--- config.mk ---
export PLATFORM = sky130hd
export DESIGN_NAME = axi_order_monitor
export DESIGN_NICKNAME = d
export VERILOG_FILES = /design/src/rtl/axom_pkg.sv /design/src/rtl/axom_id_tracker.sv /design/src/rtl/axom_wlen_check.sv /design/src/rtl/axi_order_monitor.sv
export SDC_FILE = /design/constraint.sdc
export NUM_CORES = 2
export LEC_CHECK = 0
export ABC_AREA = 1
export BUFFER_PORTS_ARGS = -buffer_cell sky130_fd_sc_hd__buf_2
export CORE_MARGIN = 5
export CORE_UTILIZATION = 65
export CTS_CLUSTER_DIAMETER = 30
export CTS_CLUSTER_SIZE = 14
export DETAILED_ROUTE_END_ITERATION = 8
export PLACE_DENSITY = 0.86
export SLEW_MARGIN = 25
export SYNTH_ARGS = -nofsm -noshare
export SYNTH_HDL_FRONTEND = slang
export SYNTH_SLANG_ARGS = --single-unit
--- constraint.sdc ---
create_clock -name clk -period 60.1 [get_ports clk]
set_clock_uncertainty 0.15 [all_clocks]
set_input_delay 9.015 -clock clk [delete_from_list [all_inputs] [get_ports clk]]
set_output_delay 9.015 -clock clk [all_outputs]
set_load 0.1 [all_outputs]
--- src/rtl/axom_pkg.sv ---
package axom_pkg;
  typedef enum logic [2:0] {
    ERR_NONE     = 3'd0,
    ERR_WR_ORDER = 3'd1,
    ERR_RD_ORDER = 3'd2,
    ERR_SHORT    = 3'd3,
    ERR_LONG     = 3'd4,
    ERR_OVERFLOW = 3'd5,
    ERR_TIMEOUT  = 3'd6
  } err_code_e;
endpackage

--- src/rtl/axom_id_tracker.sv ---
module axom_id_tracker #(
  parameter int ID_W  = 4,
  parameter int DEPTH = 8,
  parameter int AGE_W = 16
) (
  input  logic             clk,
  input  logic             rst_n,
  input  logic             alloc,
  input  logic [ID_W-1:0]  alloc_id,
  input  logic             rsp,
  input  logic             rsp_last,
  input  logic [ID_W-1:0]  rsp_id,
  input  logic [AGE_W-1:0] age_limit,
  output logic             ord_err,
  output logic             ovf_err,
  output logic             to_err,
  output logic [ID_W-1:0]  to_id
);
  localparam int NID   = 1 << ID_W;
  localparam int RK_W  = $clog2(DEPTH + 1);
  localparam int IDX_W = (DEPTH > 1) ? $clog2(DEPTH) : 1;

  logic [DEPTH-1:0] ent_vld, ent_vld_d, ent_done, ent_done_d;
  logic [ID_W-1:0]  ent_id   [DEPTH];
  logic [RK_W-1:0]  ent_rank [DEPTH];
  logic [RK_W-1:0]  ent_rank_d [DEPTH];
  logic [AGE_W-1:0] ent_age  [DEPTH];
  logic [AGE_W-1:0] ent_age_d [DEPTH];
  logic [RK_W-1:0]  id_cnt   [NID];
  logic [RK_W-1:0]  id_cnt_d [NID];
  logic [NID-1:0]   id_flag, id_flag_d;

  logic             full, do_alloc, do_ret;
  logic [IDX_W-1:0] free_idx, to_sel;
  logic [DEPTH-1:0] head_hit, to_hit;
  logic [RK_W-1:0]  new_rank;

  always_comb begin
    full     = &ent_vld;
    free_idx = '0;
    for (int i = DEPTH - 1; i >= 0; i--)
      if (!ent_vld[i]) free_idx = IDX_W'(i);
    ovf_err  = alloc && full;
    do_alloc = alloc && !full;
    ord_err  = rsp && !id_flag[rsp_id];
    do_ret   = rsp && rsp_last && id_flag[rsp_id];
    new_rank = id_cnt[alloc_id] - ((do_ret && (rsp_id == alloc_id)) ? RK_W'(1) : RK_W'(0));
    for (int i = 0; i < DEPTH; i++) begin
      head_hit[i] = ent_vld[i] && (ent_id[i] == rsp_id) && (ent_rank[i] == '0);
      to_hit[i]   = ent_vld[i] && !ent_done[i] && (age_limit != '0) && (ent_age[i] >= age_limit);
    end
    to_sel = '0;
    for (int i = DEPTH - 1; i >= 0; i--)
      if (to_hit[i]) to_sel = IDX_W'(i);
    to_err = |to_hit;
    to_id  = ent_id[to_sel];
  end

  always_comb begin
    ent_vld_d  = ent_vld;
    ent_done_d = ent_done;
    for (int i = 0; i < DEPTH; i++) begin
      ent_rank_d[i] = ent_rank[i];
      ent_age_d[i]  = ent_age[i];
      if (ent_vld[i] && !ent_done[i] && (ent_age[i] != '1))
        ent_age_d[i] = ent_age[i] + AGE_W'(1);
      if (to_err && (to_sel == IDX_W'(i)))
        ent_done_d[i] = 1'b1;
      if (do_ret && ent_vld[i] && (ent_id[i] == rsp_id)) begin
        if (ent_rank[i] == '0) ent_vld_d[i] = 1'b0;
        else                   ent_rank_d[i] = ent_rank[i] - RK_W'(1);
      end
      if (do_alloc && (free_idx == IDX_W'(i))) begin
        ent_vld_d[i]  = 1'b1;
        ent_done_d[i] = 1'b0;
        ent_rank_d[i] = new_rank;
        ent_age_d[i]  = '0;
      end
    end
    for (int j = 0; j < NID; j++) begin
      id_cnt_d[j] = id_cnt[j]
                  + ((do_alloc && (alloc_id == ID_W'(j))) ? RK_W'(1) : RK_W'(0))
                  - ((do_ret && (rsp_id == ID_W'(j))) ? RK_W'(1) : RK_W'(0));
      id_flag_d[j] = (id_cnt_d[j] != '0);
    end
  end

  always_ff @(posedge clk or negedge rst_n) begin
    if (!rst_n) begin
      ent_vld  <= '0;
      ent_done <= '0;
      id_flag  <= '0;
      for (int i = 0; i < DEPTH; i++) begin
        ent_id[i]   <= '0;
        ent_rank[i] <= '0;
        ent_age[i]  <= '0;
      end
      for (int j = 0; j < NID; j++) id_cnt[j] <= '0;
    end else begin
      ent_vld  <= ent_vld_d;
      ent_done <= ent_done_d;
      id_flag  <= id_flag_d;
      for (int i = 0; i < DEPTH; i++) begin
        ent_rank[i] <= ent_rank_d[i];
        ent_age[i]  <= ent_age_d[i];
      end
      for (int j = 0; j < NID; j++) id_cnt[j] <= id_cnt_d[j];
      if (do_alloc) ent_id[free_idx] <= alloc_id;
    end
  end

  AST_ALLOC_SETS_FLAG: assert property (@(posedge clk) disable iff (!rst_n)
    do_alloc |=> id_flag[$past(alloc_id)]);
  AST_ONE_HEAD: assert property (@(posedge clk) disable iff (!rst_n)
    (rsp && rsp_last && id_flag[rsp_id]) |-> $onehot(head_hit));
  AST_NO_OVERFLOW: assert property (@(posedge clk) disable iff (!rst_n)
    ovf_err |=> ($countones(ent_vld) <= $past($countones(ent_vld))));
endmodule

--- src/rtl/axom_wlen_check.sv ---
module axom_wlen_check #(
  parameter int ID_W  = 4,
  parameter int LEN_W = 8,
  parameter int DEPTH = 8
) (
  input  logic             clk,
  input  logic             rst_n,
  input  logic             aw_fire,
  input  logic [ID_W-1:0]  aw_id,
  input  logic [LEN_W-1:0] aw_len,
  input  logic             w_fire,
  input  logic             w_last,
  output logic             short_err,
  output logic             long_err,
  output logic [ID_W-1:0]  err_id
);
  localparam int PTR_W = (DEPTH > 1) ? $clog2(DEPTH) : 1;
  localparam int CNT_W = $clog2(DEPTH + 1);
  localparam int BT_W  = LEN_W + 1;

  logic [LEN_W-1:0] len_q [DEPTH];
  logic [ID_W-1:0]  id_q  [DEPTH];
  logic [PTR_W-1:0] wr_ptr, rd_ptr, wr_ptr_d, rd_ptr_d;
  logic [CNT_W-1:0] q_cnt, q_cnt_d;
  logic [BT_W-1:0]  beat, beat_d;
  logic             q_empty, push, pop, beat_en;

  function automatic logic [PTR_W-1:0] nxt(input logic [PTR_W-1:0] p);
    return (p == PTR_W'(DEPTH - 1)) ? '0 : p + PTR_W'(1);
  endfunction

  always_comb begin
    q_empty   = (q_cnt == '0);
    push      = aw_fire && (q_cnt != CNT_W'(DEPTH));
    beat_en   = w_fire && !q_empty;
    pop       = beat_en && w_last;
    err_id    = id_q[rd_ptr];
    short_err = pop && (beat < {1'b0, len_q[rd_ptr]});
    long_err  = beat_en && (beat == ({1'b0, len_q[rd_ptr]} + BT_W'(1)));
    wr_ptr_d  = push ? nxt(wr_ptr) : wr_ptr;
    rd_ptr_d  = pop ? nxt(rd_ptr) : rd_ptr;
    q_cnt_d   = q_cnt + (push ? CNT_W'(1) : CNT_W'(0)) - (pop ? CNT_W'(1) : CNT_W'(0));
    beat_d    = beat;
    if (pop)                     beat_d = '0;
    else if (beat_en && beat != '1) beat_d = beat + BT_W'(1);
  end

  always_ff @(posedge clk or negedge rst_n) begin
    if (!rst_n) begin
      wr_ptr <= '0;
      rd_ptr <= '0;
      q_cnt  <= '0;
      beat   <= '0;
      for (int i = 0; i < DEPTH; i++) begin
        len_q[i] <= '0;
        id_q[i]  <= '0;
      end
    end else begin
      wr_ptr <= wr_ptr_d;
      rd_ptr <= rd_ptr_d;
      q_cnt  <= q_cnt_d;
      beat   <= beat_d;
      if (push) begin
        len_q[wr_ptr] <= aw_len;
        id_q[wr_ptr]  <= aw_id;
      end
    end
  end

  AST_LONG_ONCE: assert property (@(posedge clk) disable iff (!rst_n)
    long_err |=> !long_err);
  AST_SHORT_NEEDS_BURST: assert property (@(posedge clk) disable iff (!rst_n)
    short_err |=> (q_cnt <= $past(q_cnt)));
endmodule

--- src/rtl/axi_order_monitor.sv ---
module axi_order_monitor
  import axom_pkg::*;
#(
  parameter int ID_W      = 4,
  parameter int LEN_W     = 8,
  parameter int TBL_DEPTH = 8,
  parameter int LQ_DEPTH  = 8,
  parameter int AGE_W     = 16,
  parameter int TS_W      = 16
) (
  input  logic             clk,
  input  logic             rst_n,
  input  logic [AGE_W-1:0] timeout_limit,
  input  logic             aw_valid,
  input  logic             aw_ready,
  input  logic [ID_W-1:0]  aw_id,
  input  logic [LEN_W-1:0] aw_len,
  input  logic             w_valid,
  input  logic             w_ready,
  input  logic             w_last,
  input  logic             b_valid,
  input  logic             b_ready,
  input  logic [ID_W-1:0]  b_id,
  input  logic             ar_valid,
  input  logic             ar_ready,
  input  logic [ID_W-1:0]  ar_id,
  input  logic             r_valid,
  input  logic             r_ready,
  input  logic [ID_W-1:0]  r_id,
  input  logic             r_last,
  output logic             trc_valid,
  input  logic             trc_ready,
  output logic [2:0]       trc_code,
  output logic [ID_W-1:0]  trc_id,
  output logic [TS_W-1:0]  trc_time
);
  logic [1:0]      rst_sync;
  logic            rst_i;
  logic [TS_W-1:0] ts;
  logic            aw_fire, w_fire, b_fire, ar_fire, r_fire;
  logic            w_ord, w_ovf, w_to, r_ord, r_ovf, r_to, sh_err, lg_err;
  logic [ID_W-1:0] w_to_id, r_to_id, bl_id;
  err_code_e       code_d;
  logic [ID_W-1:0] id_d;
  logic            load, valid_d;

  always_ff @(posedge clk or negedge rst_n) begin
    if (!rst_n) rst_sync <= 2'b00;
    else        rst_sync <= {rst_sync[0], 1'b1};
  end
  assign rst_i = rst_sync[1];

  assign aw_fire = aw_valid && aw_ready;
  assign w_fire  = w_valid && w_ready;
  assign b_fire  = b_valid && b_ready;
  assign ar_fire = ar_valid && ar_ready;
  assign r_fire  = r_valid && r_ready;

  axom_id_tracker #(.ID_W(ID_W), .DEPTH(TBL_DEPTH), .AGE_W(AGE_W)) u_wr_trk (
    .clk(clk), .rst_n(rst_i), .alloc(aw_fire), .alloc_id(aw_id),
    .rsp(b_fire), .rsp_last(1'b1), .rsp_id(b_id), .age_limit(timeout_limit),
    .ord_err(w_ord), .ovf_err(w_ovf), .to_err(w_to), .to_id(w_to_id));

  axom_id_tracker #(.ID_W(ID_W), .DEPTH(TBL_DEPTH), .AGE_W(AGE_W)) u_rd_trk (
    .clk(clk), .rst_n(rst_i), .alloc(ar_fire), .alloc_id(ar_id),
    .rsp(r_fire), .rsp_last(r_last), .rsp_id(r_id), .age_limit(timeout_limit),
    .ord_err(r_ord), .ovf_err(r_ovf), .to_err(r_to), .to_id(r_to_id));

  axom_wlen_check #(.ID_W(ID_W), .LEN_W(LEN_W), .DEPTH(LQ_DEPTH)) u_wlen (
    .clk(clk), .rst_n(rst_i), .aw_fire(aw_fire), .aw_id(aw_id), .aw_len(aw_len),
    .w_fire(w_fire), .w_last(w_last), .short_err(sh_err), .long_err(lg_err),
    .err_id(bl_id));

  always_comb begin
    code_d = ERR_NONE;
    id_d   = '0;
    if (w_ord)       begin code_d = ERR_WR_ORDER; id_d = b_id;    end
    else if (r_ord)  begin code_d = ERR_RD_ORDER; id_d = r_id;    end
    else if (sh_err) begin code_d = ERR_SHORT;    id_d = bl_id;   end
    else if (lg_err) begin code_d = ERR_LONG;     id_d = bl_id;   end
    else if (w_ovf)  begin code_d = ERR_OVERFLOW; id_d = aw_id;   end
    else if (r_ovf)  begin code_d = ERR_OVERFLOW; id_d = ar_id;   end
    else if (w_to)   begin code_d = ERR_TIMEOUT;  id_d = w_to_id; end
    else if (r_to)   begin code_d = ERR_TIMEOUT;  id_d = r_to_id; end
    load    = (code_d != ERR_NONE) && (!trc_valid || trc_ready);
    valid_d = load || (trc_valid && !trc_ready);
  end

  always_ff @(posedge clk or negedge rst_i) begin
    if (!rst_i) begin
      ts        <= '0;
      trc_valid <= 1'b0;
      trc_code  <= 3'd0;
      trc_id    <= '0;
      trc_time  <= '0;
    end else begin
      ts        <= ts + TS_W'(1);
      trc_valid <= valid_d;
      if (load) begin
        trc_code <= code_d;
        trc_id   <= id_d;
        trc_time <= ts;
      end
    end
  end

  AST_TRACE_HOLD: assert property (@(posedge clk) disable iff (!rst_i)
    (trc_valid && !trc_ready) |=> (trc_valid && $stable(trc_code) && $stable(trc_id) && $stable(trc_time)));
  AST_TRACE_CODE_LEGAL: assert property (@(posedge clk) disable iff (!rst_i)
    trc_valid |-> ((trc_code != 3'd0) && (trc_code <= 3'd6)));
endmodule

## Word level (Yosys, flattened, before mapping)

Index checks and enable logic that the tools add are counted.

- Flip-flop bits (word level): 733
- Word-level logic and storage cells: 1144

- $add $sub $neg: 105
- $lt $le $gt $ge: 30
- Equal/unequal tests: 143
- Muxes and demuxes: 314
- Bitwise logic cells: 8
- Reductions and logical operators: 404

Operator list:

| operator | number |
|---|---|
| 16-bit 2-to-1 mux | 32 |
| 4-bit 2-to-1 mux | 69 |
| 16-bit by 1-bit adder with 16-bit output, second input constant | 17 |
| 16-bit >= comparator | 16 |
| 16-bit inequality test, second input constant | 16 |
| 1-bit logical AND | 219 |
| 1-bit 2-to-1 mux | 150 |
| 4-bit subtractor | 35 |
| 4-bit adder | 33 |
| 2-bit nonzero test | 65 |
| 4-bit == test, second input constant | 32 |
| 4-bit nonzero test | 32 |
| 3-bit 2-to-1 mux | 42 |
| 32-bit bitwise mux | 3 |
| 4-bit zero test | 21 |
| 4-bit == test | 18 |
| 64-bit bitwise mux | 1 |
| 4-bit by 3-bit == test with 1-bit output, second input constant | 16 |
| 2-bit AND reduction | 32 |
| 4-bit by 1-bit subtractor with 4-bit output, second input constant | 16 |
| 3-bit == test, second input constant | 18 |
| 4-bit binary-select mux with 3-bit select | 3 |
| 4-bit demux with 3-bit select | 3 |
| 4-bit binary-select mux with 4-bit select | 2 |
| other kinds (30) | 113 |

## Depth between registers and ports, before layout

- Depth in word-level cells: 24
- Gate-level depth with buffers: 32
- Gate-level depth less buffers: 32

## By module

A second synthesis with hierarchy kept.

- Cells, all modules: 6075
- Area, all modules: 48024.8 µm²

Modules (own cells, without submodules):

| module | instances | cells an instance | area each (µm²) | sequential area each (µm²) |
|---|---|---|---|---|
| axom_id_tracker (u_wr_trk) | 1 | 2496 | 19994.2 | 7206.9 |
| axom_id_tracker (u_rd_trk) | 1 | 2519 | 19801.5 | 7206.9 |
| axom_wlen_check | 1 | 803 | 6033.3 | 2877.8 |
| axi_order_monitor | 1 | 257 | 2195.9 | 1051.0 |

## Worst setup path after synthesis

Ideal clock, no wire load.

- Path kind: input to register
- Start: input port r_id[1]
- End: register u_rd_trk.id_flag[4]
- Library setup time: 138 ps
- Arrival: 12206 ps
- Required time: 59812 ps
- Slack: 47606 ps
- Stages: 17
- Buffers on the path: 2
- Cell sequence: clkbuf_1 -> nor2_1 -> a22oi_1 -> a21oi_1 -> or4_1 -> nand3_1 -> inv_1 -> clkbuf_1 -> nand2_1 -> nor2_1 -> ha_1 -> inv_1 -> ha_1 -> inv_1 -> fa_1 -> inv_1 -> or4_1

RTL lines:

| what | line | RTL |
|---|---|---|
| from (decl) | axi_order_monitor.sv:29 | `input logic [ID_W-1:0] r_id,` |
| to (signal assigned) | axom_id_tracker.sv:102 | `id_flag <= id_flag_d;` |
| to (decl) | axom_id_tracker.sv:31 | `logic [NID-1:0] id_flag, id_flag_d;` |

==> results_dict.tcl <==
set metrics [dict create \
    power.switching_mw 1.00 \
    worstHoldPathType "flip-flop to flip-flop" \
    clk_pwr_share_pct 34.8 \
    h-tree-depth 4 \
    layout_commonest_cell "sky130_fd_sc_hd__nand2_1" \
    wl_per_cell_um 19.3 \
    mostFrequentLayoutCells "sky130_fd_sc_hd__nand2_1, sky130_fd_sc_hd__inv_1, sky130_fd_sc_hd__dfrtp_1" \
    rows 97 \
    initial_utilization_pct 65.5 \
    cts_resized 0 \
    chipHeight_um 276 \
    fp.dieW_um 276 \
    drc 0 \
    timing.max_slew.rel_slack_pct 22.4 \
    cts-hold-fix-buffers 0 \
    aggregate_routed_wire_length_mm 135 \
    layout.core_utilization_pct 75.5 \
    top_level_ports 79 \
    detail-route-antenna-nets 0 \
    synth_seq_cells 733 \
    flow.area_growth_from_synthesis_pct 15.2 \
    setup_violations 0 \
    critical_path_peak_fanout 18 \
    floorplan.core_area_mm2 0.0700 \
    final.period_utilization_pct 21.8 \
    clock_path_buffers 3 \
    tritoncts "built" \
    synth_fp_nets 6291 \
    cts.repair_timing.setup_buffer_count 0 \
    ys_dominant_reg_cell "sky130_fd_sc_hd__dfrtp_1" \
    pwr_density_cell_mw_per_mm2 48.6 \
    antenna_violations_before_repair 2 \
    vias_in_the_first_global_route 43200 \
    leakage_nw 25.8 \
    worst_slew_pin_slew_ps 1160 \
    fraction_of_final_layout_cells_with_drive_strength_greater_than_1_pct 6.82 \
    pre_cts_slack_ps 46410 \
    number_of_standard_cells_after_synthesis 5761 \
    postSynthAreaPerCell_um2 7.96 \
    synthDistinctLibCells 61 \
    type_of_origin_of_the_critical_path "input port" \
    worst-setup-path-type "input port to flip-flop" \
    fin_ws_ps 46980 \
    power_switching_share_pct 39.1 \
    layout_min_cycle_time_ps 13120 \
    rsz_0062_raised_after_global_routing "no" \
    final-max-slew-violation-count 0 \
    pwr-share-comb_pct 34.2 \
    report.final.hold_viol_count 0 \
    sequential_fraction_of_design_power_pct 31.0 \
    clock_latency_on_the_worst_skew_pair_ps 760 \
    port_buffers 78 \
    cts.reportedPaths.clkPinSlew_ps 50 \
    internal_power_mw 1.57 \
    cts_made_buffers 154 \
    globalRouteTotalUtil_pct 34.7 \
    syn-cell-area_mm2 0.0459 \
    hpwlAfterDp_mm 86.2 \
    overflow 0 \
    dr.first_iter.drc_count 5043 \
    report.power.total_mw 2.57 \
    post_drt_via_cell_ratio 6.19 \
    synth_sequential_area_ratio_pct 40.0 \
    dr.pass1.iters 7 \
    cp-end-kind "flip-flop" \
    count_of_flip_flops_with_a_built_in_enable_after_synthesis 0 \
    timing.fmax_mhz 76.2 \
    cts_sinks 733 \
    die-area_mm2 0.0760 \
    fin_hold_ws_ps 202 \
    vdd_drop_max_v 0.0000482 \
    finalWeightedCongestion 0.964 \
    finalNetCount 6441 \
    grt_first_pass_wirelength_mm 214 \
    synth_warnings 0 \
    status "complete, no violations" \
    ys_async_sr_fraction_pct 100 \
    cp_data_arrival_time_ps 13580 \
    fin_setup_tns_ps 0 \
    cp.required_ps 60560 \
    grt_max_degree 154 \
    cts_root_cell "sky130_fd_sc_hd__clkbuf_16" \
    route.vias.total 43200 \
    max_cap_viol_count 0 \
]
final cells by class:
| class | count | area (um2) |
|---|---|---|
| antenna | 2 | 5.00 |
| timing repair buffer | 110 | 742 |
| sequential | 733 | 18300 |
| multi-input combinational | 4021 | 23700 |
| clock inverter | 94 | 1330 |
| clock buffer | 192 | 4210 |
| fill | 4718 | 17200 |
| tap | 940 | 1180 |
| inverter | 891 | 3340 |
cells in the mapped netlist, types with 5 or more instances:
master | n | area share [%]
sky130_fd_sc_hd__or4_1 | 21 | 0.34
sky130_fd_sc_hd__clkinv_1 | 11 | 0.090
sky130_fd_sc_hd__o22ai_1 | 39 | 0.53
sky130_fd_sc_hd__xnor2_1 | 81 | 1.5
sky130_fd_sc_hd__a221oi_1 | 23 | 0.44
sky130_fd_sc_hd__o21ai_1 | 35 | 0.38
sky130_fd_sc_hd__nor3_1 | 149 | 1.6
sky130_fd_sc_hd__o221a_2 | 9 | 0.22
sky130_fd_sc_hd__nand4_1 | 99 | 1.3
sky130_fd_sc_hd__o221ai_1 | 27 | 0.52
sky130_fd_sc_hd__nand2_1 | 1080 | 8.8
sky130_fd_sc_hd__inv_2 | 5 | 0.041
sky130_fd_sc_hd__xor2_1 | 88 | 1.7
sky130_fd_sc_hd__a22oi_1 | 48 | 0.79
sky130_fd_sc_hd__clkbuf_1 | 93 | 0.76
sky130_fd_sc_hd__a211oi_1 | 56 | 0.92
sky130_fd_sc_hd__a2111oi_0 | 5 | 0.095
sky130_fd_sc_hd__inv_1 | 875 | 7.2
sky130_fd_sc_hd__a31oi_1 | 34 | 0.46
sky130_fd_sc_hd__dfrtp_1 | 733 | 40
sky130_fd_sc_hd__ha_1 | 442 | 12
sky130_fd_sc_hd__o21bai_1 | 5 | 0.082
sky130_fd_sc_hd__a21oi_1 | 369 | 4.0
sky130_fd_sc_hd__nand3_1 | 232 | 2.5
sky130_fd_sc_hd__nand3b_1 | 10 | 0.16
sky130_fd_sc_hd__o21a_1 | 20 | 0.33
sky130_fd_sc_hd__nor4_1 | 35 | 0.48
sky130_fd_sc_hd__buf_2 | 11 | 0.12
sky130_fd_sc_hd__o2111ai_1 | 5 | 0.095
sky130_fd_sc_hd__fa_1 | 33 | 1.4
sky130_fd_sc_hd__o211ai_1 | 21 | 0.34
sky130_fd_sc_hd__nor2_1 | 544 | 4.5
sky130_fd_sc_hd__o21ai_0 | 464 | 5.1
stage by stage:
stage	instance area, um2	std cells
finish	52900	6983
CTS	52700	6973
floorplan	45900	5761
global route	52900	6982
global placement	47100	6686
detailed placement	47200	6687
sequential cells by signal (all words and copies together) (netlist names), 9 cells and up:
| register | count |
|---|---|
| trc_time | 16 |
| ts | 16 |
| u_rd_trk.ent_age | 128 |
| u_rd_trk.ent_id | 32 |
| u_rd_trk.ent_rank | 32 |
| u_rd_trk.id_cnt | 64 |
| u_rd_trk.id_flag | 16 |
| u_wlen.beat | 9 |
| u_wlen.id_q | 32 |
| u_wlen.len_q | 64 |
| u_wr_trk.ent_age | 128 |
| u_wr_trk.ent_id | 32 |
| u_wr_trk.ent_rank | 32 |
| u_wr_trk.id_cnt | 64 |
| u_wr_trk.id_flag | 16 |
final timing paths:
check,start,to,slack [ps],depth (start not counted)
worst min register to register,rst_sync[0],rst_sync[1],200,0
max in group asynchronous,rst_n,rst_sync[1],51810,1
worst max register to register,u_wlen.rd_ptr[0],trc_code[1],55140,20
worst max-delay path,b_id[1],u_wr_trk.id_flag[13],46980,18
min in group asynchronous,rst_sync[1],u_rd_trk.id_cnt[2],280,0
worst min-delay path,rst_sync[0],rst_sync[1],200,0
metal layers:
layer	routed length [um]	up-vias	track usage [%]
li1	-	19600	-
met1	50500	20500	42.9
met2	63100	2530	56.7
met3	13200	660	7.19
met4	8050	0	20.3
met5	0	-	0
cell families after synthesis:
| family | share of synthesized area [%] |
|---|---|
| AOI/OAI and AO/OA | 14.8 |
| xor gates and xnor gates | 3.23 |
| adders and majority gates | 13.5 |
| buffers and inverters | 8.37 |
| DFF | 40.0 |
| muxes | 0.0736 |
| other | 0.00817 |
| and+or+nand+nor | 20.1 |
worst max-delay path: stages:
cell and delay (ps):
sky130_fd_sc_hd__buf_2 140, sky130_fd_sc_hd__clkinv_1 430, sky130_fd_sc_hd__nor2_1 520, sky130_fd_sc_hd__a22oi_1 130, sky130_fd_sc_hd__nand2_1 90, sky130_fd_sc_hd__nand3_1 70, sky130_fd_sc_hd__nand4_1 130, sky130_fd_sc_hd__inv_1 50
sky130_fd_sc_hd__nor2_1 730, sky130_fd_sc_hd__nand2_1 410, sky130_fd_sc_hd__nor2_1 240, sky130_fd_sc_hd__ha_1 260, sky130_fd_sc_hd__inv_1 70, sky130_fd_sc_hd__ha_1 170, sky130_fd_sc_hd__inv_1 60, sky130_fd_sc_hd__fa_1 470
sky130_fd_sc_hd__inv_1 50, sky130_fd_sc_hd__or4_1 530
power groups by stage:
stage | clock [mW] | sequential [mW] | combinational [mW]
global route | 0.922 | 0.812 | 0.985
global placement | 0 | 0.785 | 0.777
floorplan | 0 | 0.788 | 0.618
detailed placement | 0 | 0.790 | 0.826
CTS | 0.895 | 0.789 | 0.851
finish | 0.894 | 0.797 | 0.879
(Power assumes the default switching activity.)
